[src/rtl/can_fc_pkg.sv]
package can_fc_pkg;

    typedef enum logic [1:0] {
        FC_ACTIVE  = 2'd0,
        FC_WARNING = 2'd1,
        FC_PASSIVE = 2'd2,
        FC_BUSOFF  = 2'd3
    } fc_state_e;

    localparam int FLAG_W    = 8;
    localparam int CAUSE_N   = 5;

    localparam int EF_BUSOFF = 7;
    localparam int EF_TXPASS = 6;
    localparam int EF_RXPASS = 5;
    localparam int ST_WARN   = 4;

    // protocol flag positions, listed from highest to lowest priority
    localparam int EF_BIT    = 4;
    localparam int EF_FORM   = 3;
    localparam int EF_STUFF  = 0;
    localparam int EF_CRC    = 2;
    localparam int EF_ACK    = 1;

    function automatic int cause_src(input int k);
        case (k)
            0:       return EF_BIT;
            1:       return EF_FORM;
            2:       return EF_STUFF;
            3:       return EF_CRC;
            default: return EF_ACK;
        endcase
    endfunction

endpackage

[src/rtl/can_fc_state.sv]
module can_fc_state
    import can_fc_pkg::*;
(
    input  logic [FLAG_W-1:0] err_flags_i,
    input  logic [FLAG_W-1:0] status_i,
    output fc_state_e         state_o
);
    logic unused_status;
    assign unused_status = ^{status_i[FLAG_W-1:ST_WARN+1], status_i[ST_WARN-1:0]};

    always_comb begin
        if (err_flags_i[EF_BUSOFF])
            state_o = FC_BUSOFF;
        else if (err_flags_i[EF_TXPASS] || err_flags_i[EF_RXPASS])
            state_o = FC_PASSIVE;
        else if (status_i[ST_WARN])
            state_o = FC_WARNING;
        else
            state_o = FC_ACTIVE;
    end
endmodule

[src/rtl/can_fc_cause.sv]
module can_fc_cause
    import can_fc_pkg::*;
(
    input  logic [FLAG_W-1:0]  err_flags_i,
    output logic               any_o,
    output logic [CAUSE_N-1:0] cause_o
);
    logic [CAUSE_N:0] taken;

    assign taken[0] = 1'b0;

    genvar k;
    generate
        for (k = 0; k < CAUSE_N; k++) begin : g_prio
            localparam int SRC = cause_src(k);
            assign cause_o[k]  = err_flags_i[SRC] & ~taken[k];
            assign taken[k+1]  = taken[k] | err_flags_i[SRC];
        end
    endgenerate

    assign any_o = taken[CAUSE_N];
endmodule

[src/rtl/can_fc_attrib.sv]
module can_fc_attrib
    import can_fc_pkg::*;
#(
    parameter int CNT_W = 8
) (
    input  logic [CNT_W-1:0] tec_i,
    input  logic [CNT_W-1:0] rec_i,
    input  fc_state_e        new_state_i,
    output fc_state_e        tx_state_o,
    output fc_state_e        rx_state_o
);
    logic tx_takes;
    logic rx_takes;

    assign tx_takes   = (tec_i >= rec_i);
    assign rx_takes   = (tec_i <= rec_i);
    assign tx_state_o = tx_takes ? new_state_i : FC_ACTIVE;
    assign rx_state_o = rx_takes ? new_state_i : FC_ACTIVE;
endmodule

[src/rtl/can_fc_classifier.sv]
module can_fc_classifier
    import can_fc_pkg::*;
#(
    parameter int CNT_W = 8
) (
    input  logic               clk,
    input  logic               rst_n,
    input  logic               sample_i,
    input  logic [7:0]         err_flags_i,
    input  logic [7:0]         status_i,
    input  logic [CNT_W-1:0]   tec_i,
    input  logic [CNT_W-1:0]   rec_i,
    input  logic               bus_err_irq_i,
    input  logic               report_en_i,
    input  logic               auto_restart_i,
    output logic [1:0]         state_o,
    output logic               change_o,
    output logic [1:0]         tx_state_o,
    output logic [1:0]         rx_state_o,
    output logic               cause_valid_o,
    output logic [4:0]         cause_o,
    output logic               sleep_req_o
);
    typedef struct packed {
        fc_state_e          state;
        logic               change;
        fc_state_e          tx_st;
        fc_state_e          rx_st;
        logic               cause_vld;
        logic [CAUSE_N-1:0] cause;
        logic               halted;
    } fc_regs_t;

    localparam fc_regs_t REGS_RST = '{
        state:     FC_ACTIVE,
        change:    1'b0,
        tx_st:     FC_ACTIVE,
        rx_st:     FC_ACTIVE,
        cause_vld: 1'b0,
        cause:     '0,
        halted:    1'b0
    };

    fc_regs_t regs_d, regs_q;

    fc_state_e          cls_state;
    fc_state_e          side_tx;
    fc_state_e          side_rx;
    logic               cause_any;
    logic [CAUSE_N-1:0] cause_oh;

    can_fc_state u_state (
        .err_flags_i (err_flags_i),
        .status_i    (status_i),
        .state_o     (cls_state)
    );

    can_fc_cause u_cause (
        .err_flags_i (err_flags_i),
        .any_o       (cause_any),
        .cause_o     (cause_oh)
    );

    can_fc_attrib #(.CNT_W(CNT_W)) u_attrib (
        .tec_i       (tec_i),
        .rec_i       (rec_i),
        .new_state_i (cls_state),
        .tx_state_o  (side_tx),
        .rx_state_o  (side_rx)
    );

    always_comb begin
        regs_d           = regs_q;
        regs_d.change    = 1'b0;
        regs_d.cause_vld = 1'b0;
        regs_d.cause     = '0;
        if (sample_i && !regs_q.halted) begin
            regs_d.state = cls_state;
            if (cls_state != regs_q.state) begin
                regs_d.change = 1'b1;
                regs_d.tx_st  = side_tx;
                regs_d.rx_st  = side_rx;
                if (cls_state == FC_BUSOFF && !auto_restart_i)
                    regs_d.halted = 1'b1;
            end
            if (bus_err_irq_i && report_en_i && cause_any) begin
                regs_d.cause_vld = 1'b1;
                regs_d.cause     = cause_oh;
            end
        end
    end

    always_ff @(posedge clk or negedge rst_n) begin
        if (!rst_n)
            regs_q <= REGS_RST;
        else
            regs_q <= regs_d;
    end

    assign state_o       = regs_q.state;
    assign change_o      = regs_q.change;
    assign tx_state_o    = regs_q.tx_st;
    assign rx_state_o    = regs_q.rx_st;
    assign cause_valid_o = regs_q.cause_vld;
    assign cause_o       = regs_q.cause;
    assign sleep_req_o   = regs_q.halted;
endmodule

[config.mk]
export PLATFORM = sky130hd
export DESIGN_NAME = can_fc_classifier
export DESIGN_NICKNAME = d
export VERILOG_FILES = /design/src/rtl/can_fc_pkg.sv /design/src/rtl/can_fc_state.sv /design/src/rtl/can_fc_cause.sv /design/src/rtl/can_fc_attrib.sv /design/src/rtl/can_fc_classifier.sv
export SDC_FILE = /design/constraint.sdc
export NUM_CORES = 1
export LEC_CHECK = 0
export CAP_MARGIN = 5
export CORE_MARGIN = 2
export CORE_UTILIZATION = 28
export DETAILED_ROUTE_END_ITERATION = 8
export DONT_BUFFER_PORTS = 1
export GPL_TIMING_DRIVEN = 0
export PLACE_DENSITY = 0.44
export SLEW_MARGIN = 20
export SYNTH_ARGS = -nofsm -noshare
export SYNTH_HDL_FRONTEND = slang
export SYNTH_SLANG_ARGS = --single-unit
[constraint.sdc]
create_clock -name clk -period 2.1 [get_ports clk]
set_clock_uncertainty 0.2 [all_clocks]
set_input_delay 0.105 -clock clk [delete_from_list [all_inputs] [get_ports clk]]
set_output_delay 0.105 -clock clk [all_outputs]
set_load 0.005 [all_outputs]
==> metrics.yaml, run 1 <==
outcome:
  status: "complete, no violations"
global_route:
  grt_use_total_pct: 9.93
  antenna_found_initial: 0
  grt_pass1_wl_um: 2580
  grt_max_degree: 15
  grt_overflow: 0
  grt_pass1_vias: 602
layout:
  mostFrequentLayoutCell: "dlygate4sd3_1"
  drive_gt1_share_pct: 11.3
  final_cell_mix: "dlygate4sd3_1, dfrtp_1, inv_1, ha_1, a21oi_1"
  antenna_cells: 0
  fin_nets: 145
  multi_input_area_um2: 412
  area_growth_pct: 27.6
  post-route-util_pct: 37.5
  fillCellCount: 279
  seq_area_um2: 350
clock_tree:
  cts_root_buffer: "clkbuf_4"
  cts.sinks: 14
  post_cts_buffers: 0
  h-tree-depth: 1
  cts_tree: "yes"
  cts-buffers-inserted: 3
  insertion_delay_ps: 270
  path_clk_slew_ps: 80
  ctsLongestPathBuffers: 2
floorplan:
  core_area_um2: 2730
  dieWidth_um: 57.6
  row_count: 19
  die_area_um2: 3310
  die_y_um: 57.6
  initial_utilization_pct: 29.4
  io-pin-count: 52
sta:
  worst_slew_pin_slew_ps: 609
  rsz0062_at_grt: "false"
  drv_slew: 0
  post-route-period-util_pct: 91.6
  finalSetupViolCount: 0
  finalCriticalPeriod_ps: 1920
  max_slew_margin_pct: 59.2
  setup_tns_ps: 0
  hold_ws_ps: 16.1
  max_freq_mhz: 520
  hold_viol_final: 0
place:
  dp.final_hpwl_um: 1270
  gp_congestion: 0.771
  port_buffers: 0
worst_setup_path:
  required_ps: 2060
  rr_endpoint: "cause_o[1]$_DFF_PN0_"
  worstPathArrival_ps: 1880
  path_common_cell: "dlygate4sd3_1"
  worstPathCellList: "dlygate4sd3_1 -> nor3_2 -> dlygate4sd3_1 -> nor2_2 -> a22o_1"
  reg2regPathDepth: 4
  crit_type: "in -> reg"
  max_stage_delay_ps: 650
  timing.rr.start: "sleep_req_o$_DFFE_PN0P_"
  worst-path-stages: 5
  cp-start-kind: "input pin"
  crit_end: "rx_state_o[1]$_DFFE_PN0P_"
  r2r_setup_slack_ps: 230
  crit_family: "buffers and inverters"
  crit_start: "err_flags_i[7]"
  crit_slowest_cell: "dlygate4sd3_1"
  crit_fanout: 5
  crit_path_end_kind: "register"
  path_buf_inv: 2
synthesis:
  yosysUniqueCellTypes: 29
  synth_seq_cells: 14
  seq_area_frac_synth_pct: 43.6
  yosys_warnings: 0
  synth_nets: 124
  syn_area_per_cell_um2: 10.3
  synthesis.area_um2: 803
  syn_inst: 78
min_path:
  min_delay_path_depth: 3
  min-delay-start: "bus_err_irq_i"
  min_path_type: "in -> reg"
job:
  maxCapViolCount: 0
power:
  p_clk_share_pct: 18.2
  p_seq_share_pct: 53.6
  p_comb_share_pct: 28.2
  p_switching_mw: 0.261
  finalPower_mw: 0.787
  vdd_drop_max_mv: 0.439
  power.leakage_nw: 0.496
  p_int_mw: 0.526
  p_per_area_nw_per_um2: 768
  swShare_pct: 33.2
route:
  first_pass_iters: 4
  first_iter_violations: 6
  drc: 0
  antenna_left: 0
  wl_per_cell_um: 12.8
  avgViaCountPerCell: 4.98
  via_count: 637
  finalWirelength_um: 1630
[worst min-delay path by stage]
stage	end	slack (ps)
floorplan	cause_o[0]$_DFF_PN0_	-390
global placement	cause_o[4]$_DFF_PN0_	-390
detailed placement	cause_valid_o$_DFF_PN0_	-390
CTS	cause_o[2]$_DFF_PN0_	4
global route	cause_o[2]$_DFF_PN0_	20
finish	cause_o[2]$_DFF_PN0_	20
[worst min-delay path, delay by kind of cell]
family	cells	cell delay, ps
AND/OR/NAND/NOR	3	350
[state kept, by name, indices dropped and copies added (netlist names)]
signal / count
tx_state_o: 2
change_o: 1
state_o: 2
cause_o: 5
cause_valid_o: 1
sleep_req_o: 1
rx_state_o: 2
[repair_timing]
action / CTS / global route
endpoints found under the hold margin: 28 / 0
hold buffers: 16 / 0
gates resized for setup: 0 / 0
[kinds of logic after synthesis]
| logic type | synth area share (%) |
|---|---|
| buffers and inverters | 5.14 |
| muxes | 1.25 |
| AOI/OAI and AO/OA | 18.8 |
| adders and majority gates | 12.5 |
| DFF | 43.6 |
| and+or+nand+nor | 18.7 |
[Yosys cell counts (all sizes together)]
| master | number | share of area [%] |
|---|---|---|
| o21ai | 3 | 1.9 |
| or2 | 1 | 0.78 |
| inv | 11 | 5.1 |
| nand2b | 1 | 0.78 |
| and3b | 2 | 2.2 |
| nand3 | 1 | 0.62 |
| and3 | 1 | 0.78 |
| nor2 | 7 | 4.8 |
| and2 | 1 | 0.78 |
| dfrtp | 14 | 44 |
| ha | 8 | 12 |
| nor3b | 1 | 0.93 |
| nor2b | 2 | 1.6 |
| o22ai | 1 | 0.78 |
| a22o | 4 | 4.4 |
| nor3 | 3 | 2.5 |
| o211ai | 1 | 0.93 |
| nand2 | 3 | 1.4 |
| a21oi | 6 | 3.7 |
| a32oi | 1 | 2.0 |
| a31o | 1 | 1.1 |
| o311ai | 1 | 3.3 |
| nand4 | 2 | 1.6 |
| mux2i | 1 | 1.2 |
| a31oi | 1 | 0.78 |
[power by group through the flow]
stage | combinational, mW | sequential [mW] | clock [mW]
final | 0.222 | 0.422 | 0.143
after detailed placement | 0.178 | 0.432 | 0
after CTS | 0.223 | 0.428 | 0.152
after global routing | 0.249 | 0.433 | 0.160
after global placement | 0.173 | 0.430 | 0
after floorplan | 0.154 | 0.405 | 0
[routing by layer]
metal / up-vias / GRT usage (%) / part of all wire [%]
li1: 316 / - / -
met5: - / 0 / 0
met1: 288 / 11.6 / 41
met2: 29 / 16.7 / 49
met4: 0 / 4.98 / 1.4
met3: 4 / 2.49 / 8.7
[layout make-up]
| cell class | count | share of cell area (%) |
|---|---|---|
| tap | 31 | 3.79 |
| timing repair buffer | 16 | 15.6 |
| inverter | 11 | 4.03 |
| clock buffer | 3 | 2.20 |
| sequential | 14 | 34.2 |
| multi-input combinational | 53 | 40.2 |
[stage by stage]
stage | cell area [um2] | std cells | worst slack, ps
final | 1020 | 128 | 176
after global routing | 1020 | 128 | 89.7
after CTS | 1020 | 128 | 179
after detailed placement | 842 | 109 | 379
after global placement | 842 | 109 | 381
after floorplan | 803 | 78 | 511
(Power assumes the default switching activity.)
==> run 2: changes to the inputs <==
Settings changed: CORE_UTILIZATION 28 to 53, PLACE_DENSITY 0.44 to 0.74, SKIP_CTS_REPAIR_TIMING set to 1.
Clock period 2.1 ns to 1.7 ns, I/O delays scaled along.
==> metrics.yaml, run 2 (synthesis results as in run 1) <==
outcome:
  status: "complete, but fails checks"
  violations: "hold timing, setup timing"
worst_setup_path:
  crit_path_end_kind: "register"
  timing.rr.start: "state_o[1]$_DFFE_PN0P_"
  crit_start: "state_o[1]$_DFFE_PN0P_"
  r2r_setup_slack_ps: -50
  cp-start-kind: "register"
  crit_end: "rx_state_o[0]$_DFFE_PN0P_"
  worstPathArrival_ps: 1720
  required_ps: 1670
  crit_type: "reg -> reg"
  rr_endpoint: "rx_state_o[0]$_DFFE_PN0P_"
  reg2regPathDepth: 5
  crit_fanout: 6
power:
  power.leakage_nw: 0.502
  p_per_area_nw_per_um2: 1020
  finalPower_mw: 1.05
  vdd_drop_max_mv: 0.625
sta:
  setup_slack_ps: -48.4
  hold_viol_final: 1
  drv_slew: 0
  finalCriticalPeriod_ps: 1750
  post-route-period-util_pct: 103
  finalSetupViolCount: 3
  max_freq_mhz: 572
  setup_tns_ps: -142
  worst_slew_pin_slew_ps: 607
  max_slew_margin_pct: 59.4
  rsz0062_at_grt: "true"
  hold_ws_ps: -20.6
route:
  first_pass_iters: 4
  antenna_left: 0
  via_count: 651
  drc: 0
  finalWirelength_um: 1640
  avgViaCountPerCell: 5.71
  first_iter_violations: 7
  wl_per_cell_um: 14.4
job:
  maxCapViolCount: 0
min_path:
  min_path_type: "in -> reg"
layout:
  final_cell_mix: "dlygate4sd3_1, dfrtp_1, inv_1, ha_1, a21oi_1"
  final_cells: 114
  drive_gt1_share_pct: 19.4
  fillCellCount: 102
  mostFrequentLayoutCell: "dlygate4sd3_1"
  area_growth_pct: 28.7
  fin_nets: 145
  largest_register_ffs: 5
  antenna_cells: 0
global_route:
  grt_use_total_pct: 17.2
  antenna_found_initial: 0
  gr-usage-met2_pct: 30.9
  grt_pass1_vias: 582
  grt_overflow: 0
  grt_pass1_wl_um: 2410
  gr-max-usage-layer: "met2"
  grtUsageMet1_pct: 18.2
  grtUsageMet3_pct: 6.81
  grt_max_degree: 15
place:
  dp.final_hpwl_um: 1140
  place_ws_ps: 3.46
  gp_congestion: 0.764
  port_buffers: 0
  dp.cells: 94
floorplan:
  initial_utilization_pct: 55.2
  dieWidth_um: 42.9
  io-pin-count: 52
  die_area_um2: 1840
  core_area_um2: 1450
  row_count: 14
  die_y_um: 42.9
clock_tree:
  insertion_delay_ps: 280
  cts.sinks: 14
  h-tree-depth: 1
  cts_root_buffer: "clkbuf_4"
  cts_tree: "yes"
  path_clk_slew_ps: 90
  ctsLongestPathBuffers: 2
  cts-buffers-inserted: 3
-- run 2: changes by cell type in the layout (fill, tap and decap cells not counted), moves of 2 or more --
cell / change
buf_4: +2
dlygate4sd3_1: -2
dfrtp_1: -2
dfrtp_2: +2
-- run 2: critical path, stage by stage (launching register included) --
cell	delay (ps)
dfrtp_2	470
and3b_1	210
a32oi_2	200
o311ai_4	180
buf_4	190
a22o_1	190
-- run 2: how the worst min path moves through the flow --
stage                    from                     end  slack (ps)  cells after the start
2_1_floorplan           rst_n    cause_o[0]$_DFF_PN0_        -410                      0
4_1_cts                 rst_n      change_o$_DFF_PN0_        -720                      0
3_5_place_dp            rst_n      change_o$_DFF_PN0_        -410                      0
5_1_grt        err_flags_i[6]  state_o[0]$_DFFE_PN0P_           6                      3
3_3_place_gp            rst_n    cause_o[0]$_DFF_PN0_        -410                      0
6_report       err_flags_i[6]  state_o[0]$_DFFE_PN0P_         -20                      3
-- run 2: metrics by stage --
stage,util (%),instance area [um2]
6_report,71.1,1030
5_1_grt,71.1,1030
4_1_cts,59.1,860
3_5_place_dp,56.6,823
3_3_place_gp,56.6,823
2_1_floorplan,-,803
-- run 2: cell type report --
class	count	area [um2]	area share, %
Tap cell	16	20.0	1.94
Multi-Input combinational cell	53	428	41.4
Sequential cell	14	353	34.1
Inverter	11	41.3	4.00
Timing Repair Buffer	16	155	15.0
Clock buffer	4	36.3	3.51
-- run 2: metal layers --
layer  share of wire, %  wire (um)
met3                7.4        121
met2                 51        835
met4                1.3         21
met1                 40        660
met5                  0          0
-- run 2: power by group --
| part | total (mW) | switching, mW | internal (mW) |
|---|---|---|---|
| clock | 0.236 | 0.105 | 0.130 |
| sequential | 0.534 | 0.111 | 0.423 |
| combinational | 0.284 | 0.126 | 0.157 |
| total | 1.05 | 0.343 | 0.710 |
